[src/rtl/dma_arb_pkg.sv]
package dma_arb_pkg;
  typedef enum logic [1:0] {
    TSRC_SW   = 2'd0,
    TSRC_EVT  = 2'd1,
    TSRC_PER  = 2'd2,
    TSRC_NONE = 2'd3
  } tsrc_e;
endpackage

[src/rtl/dma_trig_sel.sv]
module dma_trig_sel
  import dma_arb_pkg::*;
(
  input  logic [1:0] sel,
  input  logic       sw,
  input  logic       evt,
  input  logic       per,
  output logic       hit
);
  always_comb begin
    case (tsrc_e'(sel))
      TSRC_SW:  hit = sw;
      TSRC_EVT: hit = evt;
      TSRC_PER: hit = per;
      default:  hit = 1'b0;
    endcase
  end
endmodule

[src/rtl/dma_pend_bank.sv]
module dma_pend_bank #(
  parameter int NCH = 8
) (
  input  logic           clk,
  input  logic           rst_n,
  input  logic [NCH-1:0] hit,
  input  logic [NCH-1:0] clr,
  output logic [NCH-1:0] pend_nxt,
  output logic [NCH-1:0] pend_q
);
  logic pend_en;

  // a new trigger outranks the completion clear
  always_comb begin
    pend_nxt = hit | (pend_q & ~clr);
    pend_en  = |(hit | clr);
  end

  always_ff @(posedge clk or negedge rst_n) begin
    if (!rst_n)       pend_q <= '0;
    else if (pend_en) pend_q <= pend_nxt;
  end
endmodule

[src/rtl/dma_prio_pick.sv]
module dma_prio_pick #(
  parameter int NCH = 8,
  parameter int PW  = 2,
  localparam int IW = (NCH > 1) ? $clog2(NCH) : 1
) (
  input  logic [NCH-1:0]    cand,
  input  logic [NCH*PW-1:0] prio,
  input  logic [IW-1:0]     last_idx,
  output logic              valid,
  output logic [IW-1:0]     idx,
  output logic [NCH-1:0]    onehot
);
  localparam int NLVL = 1 << PW;

  logic [PW-1:0]  top_lvl;
  logic [NCH-1:0] lvl_mask;

  always_comb begin
    top_lvl = '0;
    for (int l = 0; l < NLVL; l++) begin
      for (int i = 0; i < NCH; i++) begin
        if (cand[i] && prio[i*PW +: PW] == PW'(l)) top_lvl = PW'(l);
      end
    end
    for (int i = 0; i < NCH; i++) begin
      lvl_mask[i] = cand[i] && (prio[i*PW +: PW] == top_lvl);
    end
  end

  always_comb begin
    valid  = 1'b0;
    idx    = '0;
    onehot = '0;
    for (int k = 1; k <= NCH; k++) begin
      int j;
      j = int'(last_idx) + k;
      if (j >= NCH) j = j - NCH;
      if (!valid && lvl_mask[j]) begin
        valid     = 1'b1;
        idx       = IW'(j);
        onehot[j] = 1'b1;
      end
    end
  end
endmodule

[src/rtl/dma_arbiter.sv]
module dma_arbiter #(
  parameter int NCH = 8,
  parameter int PW  = 2,
  localparam int IW = (NCH > 1) ? $clog2(NCH) : 1
) (
  input  logic            clk,
  input  logic            rst_n,
  input  logic [2*NCH-1:0] trig_sel,
  input  logic [PW*NCH-1:0] chan_prio,
  input  logic [NCH-1:0]  sw_trig,
  input  logic [NCH-1:0]  evt_in,
  input  logic [NCH-1:0]  per_req,
  input  logic            burst_done,
  input  logic            block_done,
  output logic [NCH-1:0]  grant,
  output logic [NCH-1:0]  pending
);
  logic [NCH-1:0] hit, clr, pend_nxt, pick_oh;
  logic [NCH-1:0] grant_q, grant_d;
  logic [IW-1:0]  last_q, last_d, pick_idx;
  logic           pick_vld, arb_ev, last_en;

  for (genvar c = 0; c < NCH; c++) begin : g_trig
    dma_trig_sel u_sel (
      .sel (trig_sel[2*c +: 2]),
      .sw  (sw_trig[c]),
      .evt (evt_in[c]),
      .per (per_req[c]),
      .hit (hit[c])
    );
  end

  assign clr = grant_q & {NCH{block_done}};

  dma_pend_bank #(.NCH(NCH)) u_pend (
    .clk      (clk),
    .rst_n    (rst_n),
    .hit      (hit),
    .clr      (clr),
    .pend_nxt (pend_nxt),
    .pend_q   (pending)
  );

  dma_prio_pick #(.NCH(NCH), .PW(PW)) u_pick (
    .cand     (pend_nxt),
    .prio     (chan_prio),
    .last_idx (last_q),
    .valid    (pick_vld),
    .idx      (pick_idx),
    .onehot   (pick_oh)
  );

  // decide only at burst boundaries, block ends, or when idle
  always_comb begin
    arb_ev  = ~|grant_q | burst_done | block_done;
    grant_d = pick_oh;
    last_en = arb_ev & pick_vld;
    last_d  = pick_idx;
  end

  always_ff @(posedge clk or negedge rst_n) begin
    if (!rst_n)      grant_q <= '0;
    else if (arb_ev) grant_q <= grant_d;
  end

  always_ff @(posedge clk or negedge rst_n) begin
    if (!rst_n)       last_q <= IW'(NCH - 1);
    else if (last_en) last_q <= last_d;
  end

  assign grant = grant_q;
endmodule

[config.mk]
export PLATFORM = sky130hd
export DESIGN_NAME = dma_arbiter
export DESIGN_NICKNAME = d
export VERILOG_FILES = /design/src/rtl/dma_arb_pkg.sv /design/src/rtl/dma_trig_sel.sv /design/src/rtl/dma_pend_bank.sv /design/src/rtl/dma_prio_pick.sv /design/src/rtl/dma_arbiter.sv
export SDC_FILE = /design/constraint.sdc
export NUM_CORES = 1
export LEC_CHECK = 0
export ABC_AREA = 1
export CAP_MARGIN = 20
export CORE_MARGIN = 1
export CORE_UTILIZATION = 39
export DETAILED_ROUTE_END_ITERATION = 8
export DONT_BUFFER_PORTS = 1
export GPL_ROUTABILITY_DRIVEN = 0
export PLACE_DENSITY = 0.57
export SLEW_MARGIN = 20
export SYNTH_ARGS = -nofsm -noshare
export SYNTH_HDL_FRONTEND = slang
export SYNTH_SLANG_ARGS = --single-unit
[constraint.sdc]
create_clock -name clk -period 3.95 [get_ports clk]
set_input_delay 0.395 -clock clk [delete_from_list [all_inputs] [get_ports clk]]
set_output_delay 0.395 -clock clk [all_outputs]
set_load 0.05 [all_outputs]
# Word level (Yosys, flattened, before mapping)

Index checks and enable logic that the tools add are counted.

Add/sub/neg operators: 16
Order comparisons: 24
Equal/unequal tests: 48
Muxes and demuxes: 104
Bitwise operators: 15
Reductions and logical operators: 65

Operators by type and width:

| kind                                                                   | count |
|---|---|
| 32-bit by 1-bit >= comparator with 1-bit output, second input constant | 8 |
| 32-bit by 5-bit >= comparator with 1-bit output, second input constant | 8 |
| 32-bit by 5-bit < comparator with 1-bit output, second input constant  | 8 |
| 32-bit two-way mux                                                     | 8 |
| 32-bit by 5-bit subtractor with 32-bit output, second input constant   | 8 |
| 8-bit OR                                                               | 9 |
| 8-bit two-way mux                                                      | 8 |
| 2-bit == test, second input constant                                   | 24 |
| 1-bit logical AND                                                      | 47 |
| 2-bit two-way mux                                                      | 23 |
| 1-bit two-way mux                                                      | 33 |
| 2-bit by 1-bit == test with 1-bit output, second input constant        | 16 |
| 1-bit binary-select mux with 3-bit select                              | 8 |
| 1-bit demux with 3-bit select                                          | 8 |
| 3-bit two-way mux                                                      | 8 |
| 1-bit one-hot mux with 3 select lines                                  | 8 |
| 3-bit by 3-bit adder with 4-bit output, second input constant          | 4 |
| 8-bit bitwise AND                                                      | 2 |
| 2-bit == test                                                          | 8 |
| 2-bit zero test                                                        | 8 |
| 8-bit OR reduction                                                     | 2 |
| 3-bit by 2-bit adder with 4-bit output, second input constant          | 2 |
| 1-bit zero test                                                        | 8 |
| 8-bit NOT                                                              | 1 |
| other kinds (4)                                                        | 5 |

Register bits: 19
Input bits: 60
Output and inout port bits: 16
Word-level logic and storage cells: 275

# Depth between registers and ports, before layout

Word-level depth: 57
Depth in mapped cells: 27
Mapped depth without buffers: 26

# By module

A second synthesis with hierarchy kept.

Cell total of the unflattened synthesis: 596
Area total of the unflattened synthesis: 3248.1 µm²

By module, submodules not included:

| module        | times used | cells each | area each (µm²) | sequential area each (µm²) |
|---|---|---|---|---|
| dma_prio_pick | 1          | 428        | 2107.0          | 0.0 |
| dma_arbiter   | 1          | 72         | 550.5           | 279.0 |
| dma_pend_bank | 1          | 48         | 370.4           | 200.2 |
| dma_trig_sel  | 8          | 6          | 27.5            | 0.0 |

# Least setup slack after synthesis

Ideal clock, no wire load.

Path kind: reg2reg
Start point: register last_q[0]
End point: register last_q[0]
Setup time: 76 ps
Data arrival time: 2968 ps
Data required time: 3874 ps
Slack: 906 ps
Stages on the path, launching flop included: 20
Path buffers: 4
Clock period less this slack: 3044 ps
Path through: dfstp_2 buf_2 inv_1 buf_2 clkbuf_1 ha_1 or2_2 nand2_1 inv_1 nand3_2 nand2_4 nor2_4 buf_6 nand2_1 nor2_2 nand3_1 nand2_1 nand2_1 nand3_1 nand2_1

Cells in the longest elaborated chain, start to end: 29
Elaborated cells between the ends (all ways): 87
Classes of those cells: add/sub: 16; order compare: 8; mux: 48; bitwise: 1; reduce/logical: 14

Ends and longest elaborated chain:

| item                                                                                                                    | line                | source |
|---|---|---|
| start, declared                                                                                                         | dma_arbiter.sv:20   | `logic [IW-1:0] last_q, last_d, pick_idx;` |
| start signal, assigned                                                                                                  | dma_arbiter.sv:67   | `if (!rst_n) last_q <= IW'(NCH - 1);` |
| start signal, assigned                                                                                                  | dma_arbiter.sv:68   | `else if (last_en) last_q <= last_d;` |
| 3-bit by 1-bit adder with 4-bit output                                                                                  | dma_prio_pick.sv:36 | `j = int'(last_idx) + k;` |
| 32-bit by 5-bit subtractor with 32-bit output / 32-bit by 5-bit >= comparator with 1-bit output (equally long branches) | dma_prio_pick.sv:37 | `if (j >= NCH) j = j - NCH;` |
| 32-bit two-way mux                                                                                                      | dma_prio_pick.sv:37 |  |
| 1-bit binary-select mux with 3-bit select                                                                               | dma_prio_pick.sv:38 | `if (!valid && lvl_mask[j]) begin` |
| 1-bit two-way mux (not written as such) (2 in a row)                                                                    | dma_prio_pick.sv:38 |  |
| 1-bit two-way mux                                                                                                       | dma_prio_pick.sv:38 |  |
| 1-bit zero test                                                                                                         | dma_prio_pick.sv:38 |  |
| 1-bit logical AND                                                                                                       | dma_prio_pick.sv:38 |  |
| [... 12 more ...]                                                                                                       | n/a                 |  |
| 1-bit two-way mux                                                                                                       | dma_prio_pick.sv:38 |  |
| 1-bit zero test                                                                                                         | dma_prio_pick.sv:38 |  |
| 1-bit logical AND                                                                                                       | dma_prio_pick.sv:38 |  |
| 1-bit two-way mux                                                                                                       | dma_prio_pick.sv:38 |  |
| 1-bit zero test                                                                                                         | dma_prio_pick.sv:38 |  |
| 1-bit logical AND                                                                                                       | dma_prio_pick.sv:38 |  |
| 1-bit two-way mux                                                                                                       | dma_prio_pick.sv:38 |  |
| 1-bit bitwise AND                                                                                                       | dma_arbiter.sv:57   | `last_en = arb_ev & pick_vld;` |

Parallel ways exist; a longest one is shown, timed or not. The select of a mux whose other input is x is not followed.
A chain may end at the register's enable or synchronous reset.

# Worst setup path in the final report

Start point: register u_pend.pend_q[1]
End point: register grant_q[6], in the netlist grant[6]

Cells in the longest elaborated chain, start to end: 53
Elaborated cells between the ends (all ways): 104
Classes of those cells: eq/ne: 8; mux: 62; bitwise: 9; reduce/logical: 25

Ends and longest elaborated chain:

| item                                                 | line                | source |
|---|---|---|
| start, declared                                      | dma_pend_bank.sv:9  | `output logic [NCH-1:0] pend_q` |
| start signal, assigned                               | dma_pend_bank.sv:21 | `else if (pend_en) pend_q <= pend_nxt;` |
| 8-bit bitwise AND *                                  | dma_pend_bank.sv:15 | `pend_nxt = hit \| (pend_q & ~clr);` |
| 8-bit OR *                                           | dma_pend_bank.sv:15 |  |
| 1-bit logical AND                                    | dma_prio_pick.sv:22 | `if (cand[i] && prio[i*PW +: PW] == PW'(l)) top_lvl = PW'(l);` |
| 2-bit two-way mux (23 in a row)                      | dma_prio_pick.sv:22 |  |
| 2-bit == test                                        | dma_prio_pick.sv:26 | `lvl_mask[i] = cand[i] && (prio[i*PW +: PW] == top_lvl);` |
| 1-bit logical AND                                    | dma_prio_pick.sv:26 |  |
| 1-bit binary-select mux with 3-bit select            | dma_prio_pick.sv:38 |  |
| 1-bit two-way mux (not written as such) (2 in a row) | dma_prio_pick.sv:38 |  |
| [... 14 more ...]                                    | n/a                 |  |
| 1-bit logical AND                                    | dma_prio_pick.sv:38 |  |
| 1-bit two-way mux                                    | dma_prio_pick.sv:38 |  |
| 1-bit zero test                                      | dma_prio_pick.sv:38 |  |
| 1-bit logical AND                                    | dma_prio_pick.sv:38 |  |
| 1-bit two-way mux                                    | dma_prio_pick.sv:38 |  |
| 1-bit zero test                                      | dma_prio_pick.sv:38 |  |
| 1-bit logical AND                                    | dma_prio_pick.sv:38 |  |
| 8-bit two-way mux *                                  | dma_prio_pick.sv:38 |  |
| end signal, assigned                                 | dma_arbiter.sv:63   | `else if (arb_ev) grant_q <= grant_d;` |
| end, declared                                        | dma_arbiter.sv:19   | `logic [NCH-1:0] grant_q, grant_d;` |

Mark *: on every way between the ends. The rest lies on a longest branch, timed or not. The select of a mux whose other input is x is not followed.

==> results.py <==
metrics = {
    "logic_synthesis": {
        "synth.avg_cell_area_um2": 5.65,
        "synth.distinct_cells": 36,
        "synth_area_um2": 3350,
        "yosysWarningCount": 0,
        "ys_seq_area_frac": 0.143,
        "ys_ff_latch": 19,
        "syn_nets": 662,
        "syn_inst": 593,
    },
    "sta": {
        "max_freq_ghz": 0.292,
        "layout_setup_ws_ns": 0.526,
        "rsz0062_at_grt": "false",
        "drv_slew": 0,
        "timing.hold.ws_ns": 0.381,
        "setup_viol": 0,
        "tns_ns": 0,
        "layout_min_cycle_time_ns": 3.42,
        "tightest_slew_ns": 0.872,
        "timing.final.crit_share": 0.867,
        "final_hold_viol_count": 0,
        "finClkSkew_ns": 0.00559,
        "slew-limit-headroom": 0.417,
    },
    "cells_and_area": {
        "fillers": 914,
        "drive_above_1_share": 0.146,
        "nets": 666,
        "final_area_um2": 3550,
        "syn2layout_area_growth_pct": 5.83,
        "antenna_cells": 0,
    },
    "cts": {
        "cts-resized-gates": 0,
        "clk_latency_ns": 0.26,
        "htree_num_levels": 1,
        "cts_buffers": 3,
        "clockBufferDepth": 2,
        "cts_setup_buffers": 0,
        "clock-sinks": 19,
        "path_clk_slew_ns": 0.07,
        "cts_tree": "built",
        "clockRootBuffer": "clkbuf_8",
    },
    "global_routing": {
        "grt_max_degree": 29,
        "grt_pass1_vias": 3650,
        "overflow": 0,
        "grt_pass1_wl_mm": 16.6,
        "track_usage": 0.233,
        "antenna_found_initial": 0,
    },
    "floorplan": {
        "die_y_um": 94.7,
        "start_util": 0.406,
        "row_count": 33,
        "dieArea_um2": 8970,
        "io_pins": 76,
        "die_w_um": 94.7,
        "core_area_um2": 8260,
    },
    "routing": {
        "first_pass_iters": 5,
        "first_iter_violations": 212,
        "wl_per_cell_um": 14.0,
        "via_count": 3720,
        "drc": 0,
        "drt_wl_total_mm": 9.78,
        "vias_per_cell": 5.31,
        "drtAntennaViolNets": 0,
    },
    "status": {
        "status": "complete, no violations",
    },
    "power_and_ir_drop": {
        "ir_drop_v": 0.000545,
        "power_mw": 3.25,
        "leakage_nw": 1.98,
        "p_per_area_nw_per_um2": 917,
    },
    "critical_path": {
        "critPathMaxFanout": 12,
        "end_kind": "flip-flop",
        "crit_required_ns": 4.14,
        "arrival_ns": 3.62,
        "cp-start-kind": "flip-flop",
        "critical_path_class": "flip-flop to flip-flop",
        "rrSetupSlack_ns": 0.53,
    },
    "placed_design": {
        "port-buffer-count": 0,
        "dpl_cell_area_um2": 3490,
        "pre_cts_ws_ns": 0.557,
        "hpwlAfterDp_mm": 8.02,
    },
    "run": {
        "max_cap_violations": 0,
    },
    "worst_hold_path": {
        "worstHoldPathType": "input port to flip-flop",
    },
}
==> through the flow <==
stage / util / std cells
after global routing: 0.429 / 701
final: 0.429 / 701
after floorplan: - / 593
after detailed placement: 0.423 / 696
after global placement: 0.423 / 696
after CTS: 0.429 / 701
==> layer usage <==
layer  global-route usage  part of all wire  vias up
met4               0.0884             0.027        0
met2                0.404              0.48      129
met1                0.293              0.44     1672
li1                     -                 -     1893
met3               0.0282             0.054       26
met5                    0                 0        -
==> registers in the layout, summed over array words and instances (netlist names) <==
name,count
grant,8
u_pend.pend_q,8
last_q,3
==> timing repair <==
| action | in CTS | in global routing |
|---|---|---|
| hold buffers | 1 | 0 |
| setup endpoints to repair | 0 | 0 |
| endpoints found under the hold margin | 19 | 0 |
==> synthesized netlist by cell type, drive strengths merged <==
cell type  count  area share
dfstp          3       0.024
nand3        105        0.19
nor3          12       0.018
o211ai         1      0.0022
clkinv         5      0.0071
nand4         33       0.072
ha             9       0.034
nor4           1      0.0019
or2            3      0.0056
o21ai         10       0.022
nand3b         4      0.0090
a21oi          9       0.013
clkbuf         8      0.0090
o21a           1      0.0022
buf            9       0.022
or4            1      0.0022
nor2          96        0.13
nand2        166        0.20
inv          101        0.11
dfrtp         16        0.12
==> worst max-delay path, stage by stage (launching register included) <==
cell and delay [ns]:
dfrtp_1 0.58, nand2_1 0.17, nand3_2 0.16, nand2_1 0.10, nand2_1 0.06, nor2_2 0.12
nand2_2 0.12, clkinv_4 0.11, nand2_4 0.08, nand2_1 0.07, nand2_1 0.07, nand3_2 0.08
nand3_1 0.09, nand3_1 0.18, nand2_4 0.14, nor2_4 0.29, nand4_4 0.15, nor2_4 0.26
nand3_2 0.22, nor2_1 0.14, nor2_1 0.06, nor2_1 0.08
==> layout make-up <==
cell class / count / area (um^2) / area share
inverters: 106 / 405 / 0.114
clock buffers: 3 / 41.3 / 0.0116
repair buffers: 16 / 123 / 0.0346
clock inverters: 1 / 5.00 / 0.00141
well taps: 105 / 131 / 0.0371
flip-flops and latches: 19 / 479 / 0.135
multi-input cells: 451 / 2360 / 0.666
==> layout by cell type (no fill, tap or decap), types with 3 or more instances in the layout <==
cell type	n
a21oi_1	9
buf_4	15
clkbuf_8	3
clkinv_1	4
dfrtp_1	16
dfstp_2	3
ha_1	9
inv_1	97
inv_2	3
nand2_1	153
nand2_2	8
nand2_4	5
nand3_1	88
nand3_2	15
nand3b_1	4
nand4_1	30
nor2_1	74
nor2_2	18
nor2_4	3
nor3_1	12
o21ai_0	5
o21ai_1	3
or2_2	3
==> where the power goes <==
group / switching (mW) / internal (mW)
Sequential: 0.153 / 0.284
Clock: 0.0634 / 0.0701
Combinational: 1.92 / 0.756
Total: 2.14 / 1.11
==> worst paths after layout <==
kind,startpoint,to,cells past startpoint
worst max-delay path,u_pend.pend_q[1],grant[6],21
worst min-delay path,trig_sel[8],u_pend.pend_q[4],2
worst max register to register,u_pend.pend_q[1],grant[6],21
worst min register to register,last_q[1],last_q[1],2
max in group asynchronous,rst_n,grant[5],1
min in group asynchronous,rst_n,grant[0],1
==> kinds of logic (layout without fill, tap and decap cells) <==
logic type                 count (synthesis)  in the layout  share of synthesized area
and+or+nand+nor                          421            421                      0.631
AOI/OAI and AO/OA                         21             21                     0.0396
buffers and inverters                    123            126                      0.152
DFF                                       19             19                      0.143
adders and majority gates                  9              9                     0.0336
(Power assumes the default switching activity.)
